### src/rtl/audfifo_pkg.sv
package audfifo_pkg;
  // per-direction status slice layout
  localparam int SL_EMPTY  = 0;
  localparam int SL_AEMPTY = 1;
  localparam int SL_FULL   = 2;
  localparam int SL_AFULL  = 3;
  localparam int SL_STARVE = 4;
  localparam int SL_OVFL   = 5;
  localparam int SLICE_W   = 6;
  localparam int LVL_W     = 4;
  localparam int NDIR      = 2;
  localparam int DIR_TX    = 0;
  localparam int DIR_RX    = 1;
  localparam int NCOND     = NDIR * SLICE_W;
  localparam int STAT_W    = NCOND + 1;
endpackage

### src/rtl/audfifo_ram.sv
module audfifo_ram #(
  parameter int DEPTH = 32,
  parameter int WIDTH = 16,
  localparam int AW = $clog2(DEPTH)
) (
  input  logic             clk,
  input  logic             we,
  input  logic [AW-1:0]    waddr,
  input  logic [WIDTH-1:0] wdata,
  input  logic             re,
  input  logic [AW-1:0]    raddr,
  output logic [WIDTH-1:0] rdata
);
  logic [WIDTH-1:0] mem [DEPTH];

  always_ff @(posedge clk) begin
    if (we) mem[waddr] <= wdata;
  end

  always_ff @(posedge clk) begin
    if (re) rdata <= mem[raddr];
  end
endmodule

### src/rtl/audfifo_chan.sv
module audfifo_chan #(
  parameter int DEPTH  = 32,
  parameter int WIDTH  = 16,
  parameter int MARGIN = 2,
  localparam int AW = $clog2(DEPTH),
  localparam int CW = $clog2(DEPTH + 1)
) (
  input  logic                            clk,
  input  logic                            rst,
  input  logic                            en,
  input  logic                            push,
  input  logic [WIDTH-1:0]                push_data,
  input  logic                            pop,
  output logic [WIDTH-1:0]                pop_data,
  output logic                            pop_valid,
  output logic [CW-1:0]                   count,
  output logic [audfifo_pkg::LVL_W-1:0]   level,
  output logic                            push_ok,
  output logic                            pop_ok,
  output logic                            ovf_evt,
  output logic                            stv_evt
);
  import audfifo_pkg::*;

  logic [AW-1:0] wptr, rptr;
  logic is_full, is_empty;

  assign is_full  = (count == CW'(DEPTH));
  assign is_empty = (count == '0);

  assign push_ok = en & push & ~is_full;
  assign pop_ok  = en & pop  & ~is_empty;
  assign ovf_evt = en & push & is_full;
  assign stv_evt = en & pop  & is_empty;

  assign level[SL_EMPTY]  = is_empty;
  assign level[SL_AEMPTY] = (count <= CW'(MARGIN));
  assign level[SL_FULL]   = is_full;
  assign level[SL_AFULL]  = (count >= CW'(DEPTH - MARGIN));

  always_ff @(posedge clk) begin
    if (rst || !en) begin
      wptr  <= '0;
      rptr  <= '0;
      count <= '0;
    end else begin
      if (push_ok) wptr <= wptr + 1'b1;
      if (pop_ok)  rptr <= rptr + 1'b1;
      unique case ({push_ok, pop_ok})
        2'b10:   count <= count + 1'b1;
        2'b01:   count <= count - 1'b1;
        default: count <= count;
      endcase
    end
  end

  always_ff @(posedge clk) begin
    if (rst) pop_valid <= 1'b0;
    else     pop_valid <= pop_ok;
  end

  audfifo_ram #(.DEPTH(DEPTH), .WIDTH(WIDTH)) u_ram (
    .clk   (clk),
    .we    (push_ok),
    .waddr (wptr),
    .wdata (push_data),
    .re    (pop_ok),
    .raddr (rptr),
    .rdata (pop_data)
  );
endmodule

### src/rtl/audfifo_irq.sv
module audfifo_irq
  import audfifo_pkg::*;
(
  input  logic                       clk,
  input  logic                       rst,
  input  logic [NDIR-1:0][LVL_W-1:0] lvl,
  input  logic [NDIR-1:0]            stv_evt,
  input  logic [NDIR-1:0]            ovf_evt,
  input  logic                       xfer_evt,
  input  logic                       clr_wr,
  input  logic [STAT_W-1:0]          clr_mask,
  input  logic [NCOND-1:0]           cond_en,
  input  logic                       xfer_en,
  input  logic                       glob_en,
  output logic [STAT_W-1:0]          status,
  output logic                       pending,
  output logic                       irq
);
  logic [STAT_W-1:0] clr_v;
  logic              xfer_q;

  assign clr_v = clr_wr ? clr_mask : '0;

  for (genvar d = 0; d < NDIR; d++) begin : g_dir
    localparam int B = d * SLICE_W;
    logic stv_q, ovf_q;

    always_ff @(posedge clk) begin
      if (rst) begin
        stv_q <= 1'b0;
        ovf_q <= 1'b0;
      end else begin
        stv_q <= (stv_q & ~clr_v[B + SL_STARVE]) | stv_evt[d];
        ovf_q <= (ovf_q & ~clr_v[B + SL_OVFL])   | ovf_evt[d];
      end
    end

    assign status[B +: LVL_W]     = lvl[d];
    assign status[B + SL_STARVE]  = stv_q;
    assign status[B + SL_OVFL]    = ovf_q;
  end

  always_ff @(posedge clk) begin
    if (rst) xfer_q <= 1'b0;
    else     xfer_q <= (xfer_q & ~clr_v[NCOND]) | xfer_evt;
  end
  assign status[NCOND] = xfer_q;

  assign pending = (|(status[NCOND-1:0] & cond_en)) | (status[NCOND] & xfer_en);

  always_ff @(posedge clk) begin
    if (rst) irq <= 1'b0;
    else     irq <= pending & glob_en;
  end
endmodule

### src/rtl/audfifo_top.sv
module audfifo_top #(
  parameter int DEPTH  = 32,
  parameter int WIDTH  = 16,
  parameter int MARGIN = 2,
  localparam int CW = $clog2(DEPTH + 1),
  localparam int NC = audfifo_pkg::NCOND,
  localparam int SW = audfifo_pkg::STAT_W,
  localparam int LW = audfifo_pkg::LVL_W
) (
  input  logic             clk,
  input  logic             rst,
  input  logic             tx_fifo_en,
  input  logic             rx_fifo_en,
  input  logic             tx_dma_en,
  input  logic             rx_dma_en,
  input  logic [CW-1:0]    tx_thresh,
  input  logic [CW-1:0]    rx_thresh,
  input  logic             tx_wr,
  input  logic [WIDTH-1:0] tx_wdata,
  input  logic             ser_tx_rd,
  output logic [WIDTH-1:0] ser_tx_data,
  output logic             ser_tx_valid,
  input  logic             ser_rx_wr,
  input  logic [WIDTH-1:0] ser_rx_data,
  input  logic             rx_rd,
  output logic [WIDTH:0]   rx_rdata,
  output logic [CW-1:0]    tx_count,
  output logic [CW-1:0]    rx_count,
  output logic [LW-1:0]    tx_level,
  output logic [LW-1:0]    rx_level,
  output logic             tx_dma_req,
  output logic             rx_dma_req,
  input  logic [NC-1:0]    cond_en,
  input  logic             xfer_en,
  input  logic             irq_global_en,
  input  logic             clr_wr,
  input  logic [SW-1:0]    clr_mask,
  output logic [SW-1:0]    irq_status,
  output logic             irq_pending,
  output logic             irq
);
  import audfifo_pkg::*;

  logic tx_push_ok, tx_pop_ok, tx_ovf, tx_stv;
  logic rx_push_ok, rx_pop_ok, rx_ovf, rx_stv;
  logic rx_vld;
  logic [WIDTH-1:0] rx_dat;

  audfifo_chan #(.DEPTH(DEPTH), .WIDTH(WIDTH), .MARGIN(MARGIN)) u_tx (
    .clk       (clk),
    .rst       (rst),
    .en        (tx_fifo_en),
    .push      (tx_wr),
    .push_data (tx_wdata),
    .pop       (ser_tx_rd),
    .pop_data  (ser_tx_data),
    .pop_valid (ser_tx_valid),
    .count     (tx_count),
    .level     (tx_level),
    .push_ok   (tx_push_ok),
    .pop_ok    (tx_pop_ok),
    .ovf_evt   (tx_ovf),
    .stv_evt   (tx_stv)
  );

  audfifo_chan #(.DEPTH(DEPTH), .WIDTH(WIDTH), .MARGIN(MARGIN)) u_rx (
    .clk       (clk),
    .rst       (rst),
    .en        (rx_fifo_en),
    .push      (ser_rx_wr),
    .push_data (ser_rx_data),
    .pop       (rx_rd),
    .pop_data  (rx_dat),
    .pop_valid (rx_vld),
    .count     (rx_count),
    .level     (rx_level),
    .push_ok   (rx_push_ok),
    .pop_ok    (rx_pop_ok),
    .ovf_evt   (rx_ovf),
    .stv_evt   (rx_stv)
  );

  assign rx_rdata = {rx_vld, rx_dat};

  assign tx_dma_req = tx_dma_en & tx_fifo_en & (tx_count <= tx_thresh);
  assign rx_dma_req = rx_dma_en & rx_fifo_en & (rx_count >= rx_thresh);

  audfifo_irq u_irq (
    .clk      (clk),
    .rst      (rst),
    .lvl      ({rx_level, tx_level}),
    .stv_evt  ({rx_stv, tx_stv}),
    .ovf_evt  ({rx_ovf, tx_ovf}),
    .xfer_evt (tx_push_ok | rx_pop_ok),
    .clr_wr   (clr_wr),
    .clr_mask (clr_mask),
    .cond_en  (cond_en),
    .xfer_en  (xfer_en),
    .glob_en  (irq_global_en),
    .status   (irq_status),
    .pending  (irq_pending),
    .irq      (irq)
  );
endmodule

### config.mk
export PLATFORM = sky130hd
export DESIGN_NAME = audfifo_top
export DESIGN_NICKNAME = d
export VERILOG_FILES = /design/src/rtl/audfifo_pkg.sv /design/src/rtl/audfifo_ram.sv /design/src/rtl/audfifo_chan.sv /design/src/rtl/audfifo_irq.sv /design/src/rtl/audfifo_top.sv
export SDC_FILE = /design/constraint.sdc
export NUM_CORES = 1
export LEC_CHECK = 0
export BUFFER_PORTS_ARGS = -buffer_cell sky130_fd_sc_hd__buf_2
export CELL_PAD_IN_SITES_DETAIL_PLACEMENT = 1
export CELL_PAD_IN_SITES_GLOBAL_PLACEMENT = 2
export CORE_UTILIZATION = 45
export DETAILED_ROUTE_END_ITERATION = 10
export PLACE_DENSITY = 0.83
export RECOVER_POWER = 100
export REMOVE_ABC_BUFFERS = 1
export SLEW_MARGIN = 5
export SYNTH_ARGS = -nofsm -noshare
export SYNTH_HDL_FRONTEND = slang
export SYNTH_SLANG_ARGS = --single-unit
### constraint.sdc
create_clock -name clk -period 6.2 [get_ports clk]
set_input_delay 0.62 -clock clk [delete_from_list [all_inputs] [get_ports clk]]
set_output_delay 0.62 -clock clk [all_outputs]
set_load 0.01 [all_outputs]
# Word level (Yosys, flattened, before mapping)
# Memory sizes are Yosys's and may differ from the RTL's. A register that Yosys moved wholly into a read port is not among the register bits.
# Index checks and enable logic that the tools add are counted.
totals:
  register_bits: 40
  ramBits: 1024
  out_inout_bits: 71
  word_cells: 92
  n_memories: 2
memory_table:
  columns: ["memory", "words", "word_bits", "rd", "rd_clocked_by_memory_dff", "wr", "line", "rtl"]
  rows:
  - ["u_rx.u_ram.mem", 32, 16, 1, 1, 1, "audfifo_ram.sv:14", "logic [WIDTH-1:0] mem [DEPTH];"]
  - ["u_tx.u_ram.mem", 32, 16, 1, 1, 1, "audfifo_ram.sv:14", null]
classes:
  n_addsub: 8
  order_cmp: 6
  n_eq_ne: 6
  mux: 7
  bitwise_logic: 40
  n_reduce_logical: 9
op_table:
  columns: ["op", "count"]
  rows:
  - ["$pmux W6 S2", 2]
  - ["$and A1 B1 Y1", 23]
  - ["$add A5 B1 Y5 const B", 4]
  - ["$mux W13", 1]
  - ["$add A6 B1 Y6 const B", 2]
  - ["$and A12 B12 Y12", 1]
  - ["$eq A6 B6 Y1 const B", 2]
  - ["$ge A6 B5 Y1 const B", 2]
  - ["$le A6 B2 Y1 const B", 2]
  - ["$logic_not A6 Y1", 2]
  - ["$reduce_or A12 Y1", 1]
  - ["$sub A6 B1 Y6 const B", 2]
  - ["$not A1 Y1", 9]
  - ["$or A1 B1 Y1", 7]
  - ["$ge A6 B6 Y1", 1]
  - ["$le A6 B6 Y1", 1]
  - ["$eq A2 B1 Y1 const B", 2]
  - ["$eq A2 B2 Y1 const B", 2]
  - ["$mux W1", 4]
  - ["$reduce_bool A2 Y1", 2]
  - ["$logic_not A1 Y1", 2]
  - ["$logic_or A1 B1 Y1", 2]

# Longest topological paths before layout
logic_depth:
  ltp_word: 5
  ltp_mapped: 14
  mapped_depth_nobuf: 11

# By module
# A second synthesis with hierarchy kept.
hier_totals:
  hier_cells: 2598
  hier_area_um2: 44061.0
by_module_without_submodules:
  columns: ["mod", "n_inst", "cells_each", "area_each_um2"]
  rows:
  - ["audfifo_ram", 2, 1143, 20696.1]
  - ["audfifo_chan", 2, 111, 998.5]
  - ["audfifo_irq", 1, 45, 355.3]
  - ["audfifo_top", 1, 45, 316.6]

# Worst setup path after synthesis
# OpenSTA, ideal clock, no wires.
synth_path:
  kind: "reg-to-reg"
  start: "reg u_tx.count[3]"
  end: "reg u_tx.count[5]"
  setup_ps: 70
  t_arrival_ps: 3559
  t_required_ps: 6130
  path_slack_ps: 2571
  path_stages_with_launch: 10
  path_buffers: 1
  period_less_slack_ps: 3629
  path_cell_list: "dfxtp_1 -> clkbuf_1 -> nor2_1 -> a21oi_1 -> ha_1 -> or3b_1 -> o32a_1 -> o31a_1 -> or3_1 -> a21oi_1"
synth_between:
  elab_chain_len: 5
  elab_cells_between_ends: 12
  cone_classes: "add/sub (2); eq/ne (3); mux (1); bitwise (4); reduce/logical (2)"
synth_lines:
  columns: ["item", "line", "rtl"]
  rows:
  - ["start: declaration", "audfifo_chan.sv:16", "output logic [CW-1:0] count,"]
  - ["start signal: assignment", "audfifo_chan.sv:50", "2'b10: count <= count + 1'b1;"]
  - ["start signal: assignment", "audfifo_chan.sv:51", "2'b01: count <= count - 1'b1;"]
  - ["start signal: assignment", "audfifo_chan.sv:52", "default: count <= count;"]
  - ["$logic_not A6 Y1 *", "audfifo_chan.sv:29", "assign is_empty = (count == '0);"]
  - ["$not A1 Y1 *", "audfifo_chan.sv:32", "assign pop_ok = en & pop & ~is_empty;"]
  - ["$and A1 B1 Y1 *", "audfifo_chan.sv:32", null]
  - ["named net tx_pop_ok", "audfifo_top.sv:44", "logic tx_push_ok, tx_pop_ok, tx_ovf, tx_stv;"]
  - ["$eq A2 B1 Y1 / $eq A2 B2 Y1 (equally long branches)", "audfifo_chan.sv:49", "unique case ({push_ok, pop_ok})"]
  - ["$pmux W6 S2 / $reduce_bool A2 Y1 (equally long branches)", null, null]
# Mark *: on every way through the listed nets, which the timed path passes. The rest lies on a longest branch.
# A chain may end at the register's enable or synchronous reset.

==> results.py <==
metrics = {
    "outcome": {
        "status": "complete, but fails checks",
        "violations": "max-capacitance violations, max-slew violations",
    },
    "synthesis": {
        "synth_top_family_by_area": "multiplexers",
        "syn_area_per_cell_um2": 20.0,
        "synthSimpleGateAreaFrac_pct": 2.55,
        "muxShareOfSynthArea_pct": 13.3,
        "synthXorXnorAreaFrac_pct": 0.553,
        "ys.flop_type": "edfxtp_1",
        "ys_seq_area_share_pct": 76.1,
        "synthArstFlopShare_pct": 0,
        "synth_compound_gate_area_share_pct": 4.70,
        "synth_cells": 2141,
        "synth_edf_count": 1056,
        "ys_types": 61,
        "synth_adder_area_share_pct": 0.820,
        "ys_ff_latch": 1096,
        "syn-cell-area_um2": 42700,
        "ys_warn_count": 0,
    },
    "sta": {
        "period_needed_ps": 4920,
        "fin_crit_sh_pct": 79.4,
        "fmax_mhz": 203,
        "setup_viol": 0,
        "rsz0062_at_grt": "no",
        "slew_violations": 739,
        "maxSlewHeadroom_pct": -69.1,
        "setup_ws_ps": 1280,
        "worst_pin_slew_ps": 2540,
        "finalHoldViolCount": 0,
        "fin_worst_skew_ps": 25.8,
    },
    "critical_path": {
        "arrival_ps": 5300,
        "start_kind": "flip-flop",
        "cp-end-kind": "flip-flop",
        "crit_type": "reg -> reg",
        "worst_ep_required_time_ps": 6580,
        "cp_max_fo": 61,
    },
    "clock_tree": {
        "clock-sinks": 1096,
        "ctsResizeCount": 0,
        "clockRootBuffer": "clkbuf_16",
        "hold_buffers": 0,
        "cts_tree": "yes",
        "cts_setup_buffers": 0,
        "cts_buffer_depth": 3,
        "cts-htree-levels": 3,
        "path_clk_slew_ps": 60,
        "clk_latency_ps": 700,
        "cts_buffers": 107,
    },
    "route": {
        "viasPerCell": 5.98,
        "drt_pre_antenna_iters": 5,
        "vias": 22100,
        "wl_per_cell_um": 29.3,
        "wl_mm": 108,
        "route.detailed.drc": 0,
        "drt_first_iter_violations": 2149,
        "ant_nets": 0,
    },
    "place": {
        "dp_slack_ps": 2380,
        "port-buffer-count": 144,
        "dpl.hpwl_mm": 63.2,
        "gp_congestion": 0.782,
    },
    "power": {
        "sw_frac_of_total_pct": 20.2,
        "p_int_mw": 11.8,
        "pwr-share-clk_pct": 43.0,
        "powerDensity_nw_per_um2": 308,
        "p_comb_share_pct": 1.8,
        "p_switching_mw": 2.98,
        "ir_drop_mv": 0.300,
        "p_seq_share_pct": 55.1,
        "leakage_nw": 14.4,
    },
    "final_layout": {
        "multi_input_area_um2": 9370,
        "ff_latch_area_um2": 32500,
        "area_delta_synth_final_pct": 12.3,
        "nets": 2454,
        "fillers": 8511,
        "final_util_pct": 51.2,
        "drive_gt1_share_pct": 17.8,
    },
    "die": {
        "die_h_um": 310,
        "initial_core_util_pct": 45.6,
        "fp.dieArea_um2": 96200,
        "die_x_um": 310,
        "coreArea_um2": 93700,
        "num_rows": 112,
        "ios": 153,
    },
    "global_route": {
        "grt_pass1_wl_mm": 157,
        "antenna_found_initial": 2,
        "grt_pass1_vias": 23400,
        "grt_max_degree": 67,
        "gr-total-overflow": 0,
        "grt.total_usage_pct": 22.7,
    },
    "flow_run": {
        "drv_cap": 27,
    },
    "hold_path": {
        "hp-class": "in -> reg",
    },
}
## critical path, cell delays in order (launching register included)
cell,delay [ps]
dfxtp_1,1780
buf_12,480
mux4_2,570
a22o_1,250
a2111oi_0,1360
a21oi_1,70
## registers in the layout (all words and copies together), names as in the netlist, 2 cells and up
signal,cells
u_rx.u_ram.mem,512
u_tx.wptr,5
u_irq.g_dir.stv_q,2
u_tx.count,6
u_tx.u_ram.mem,512
u_rx.count,6
u_tx.rptr,5
u_rx.wptr,5
u_rx.rptr,5
u_irq.g_dir.ovf_q,2
u_rx.u_ram.rdata,16
u_tx.u_ram.rdata,16
## Yosys cell counts (4+ instances only)
cell type	number	area [um2]
buf_1	9	33.8
a21oi_1	69	345
ha_1	28	350
buf_2	25	125
edfxtp_1	1056	31700
and2_1	4	25.0
a2111oi_0	18	158
clkbuf_1	55	206
buf_4	40	300
a211oi_1	9	67.6
nand2_1	29	109
nand3b_1	12	90.1
nor2b_1	10	62.6
o221ai_1	31	272
nand3_1	8	40.0
a22oi_1	49	368
nor2_1	112	420
xor2_1	19	166
nor3_1	9	45.0
nand4_1	10	62.6
buf_6	13	146
xnor2_1	8	70.1
mux2i_1	134	1340
a31oi_1	5	31.3
a32oi_1	6	52.6
or3_1	8	50.1
a22o_1	22	193
o21ai_0	10	50.1
mux4_2	192	4320
o22ai_1	28	175
dfxtp_1	40	801
inv_1	20	75.1
a2111oi_2	5	75.1
## per-stage QoR
step	cells	TNS (ps)	hold slack, ps	area, um2	total power [mW]
after floorplan	1999	-39100	536	41900	8.39
after global placement	3488	0	489	45000	8.55
after detailed placement	3488	0	513	45000	8.58
after CTS	3686	0	141	48400	14.9
after global routing	3688	0	173	48000	15.1
final	3689	0	179	48000	14.8
## cell families (layout without fill, tap and decap cells)
group | after synthesis | after routing
multiplexers | 326 | 326
flip-flops | 1096 | 1096
adder cells (fa/ha/maj) | 28 | 28
AND/OR/NAND/NOR | 225 | 225
AO/OA/AOI/OAI | 277 | 277
other | 0 | 2
buffers and inverters | 162 | 454
XOR/XNOR | 27 | 27
## power groups by stage
| stage | sequential (mW) | combinational [mW] | clock (mW) |
|---|---|---|---|
| 2_1_floorplan | 8.30 | 0.0884 | 0 |
| 3_3_place_gp | 8.30 | 0.257 | 0 |
| 3_5_place_dp | 8.30 | 0.279 | 0 |
| 4_1_cts | 8.14 | 0.281 | 6.45 |
| 5_1_grt | 8.15 | 0.292 | 6.68 |
| 6_report | 8.15 | 0.271 | 6.36 |
## metal layers
layer	routed length, um	track usage (%)	up-vias
met5	20	0	-
met4	3190	7.34	2
met3	6540	3.62	178
met2	55200	39.1	893
met1	43000	29.4	11800
li1	-	-	9242
## area by class of cell
cell class | instances | share of cell area, %
timing repair buffer | 236 | 2.19
antenna | 2 | 0.0104
sequential | 1096 | 67.7
multi-input combinational | 883 | 19.5
inverter | 20 | 0.156
clock buffer | 133 | 5.84
clock inverter | 65 | 1.29
tap | 1254 | 3.27
## placed cells by master (no fill, tap or decap), types with 21 or more instances in the layout
master | netlist | routed
nor2_1 | 112 | 110
mux4_2 | 192 | 192
a21oi_1 | 69 | 68
a22o_1 | 22 | 22
clkinv_2 | 0 | 26
a22oi_1 | 49 | 49
buf_4 | 40 | 21
nand2_1 | 29 | 29
mux2i_1 | 134 | 134
ha_1 | 28 | 28
o221ai_1 | 31 | 31
clkbuf_1 | 55 | 194
o22ai_1 | 28 | 28
buf_2 | 25 | 42
clkbuf_16 | 0 | 108
dfxtp_1 | 40 | 35
edfxtp_1 | 1056 | 1056
## worst paths after layout
| path | slack [ps] | from | end | cells past startpoint |
|---|---|---|---|---|
| setup reg to reg | 1280 | u_rx.rptr[0] | u_rx.u_ram.rdata[11] | 5 |
| hold / removal | 180 | irq_global_en | u_irq.irq | 2 |
| hold reg to reg | 530 | u_irq.g_dir[1].ovf_q | u_irq.g_dir[1].ovf_q | 2 |
| setup / recovery | 1280 | u_rx.rptr[0] | u_rx.u_ram.rdata[11] | 5 |
No activity file was read; power rests on OpenSTA's default activity.
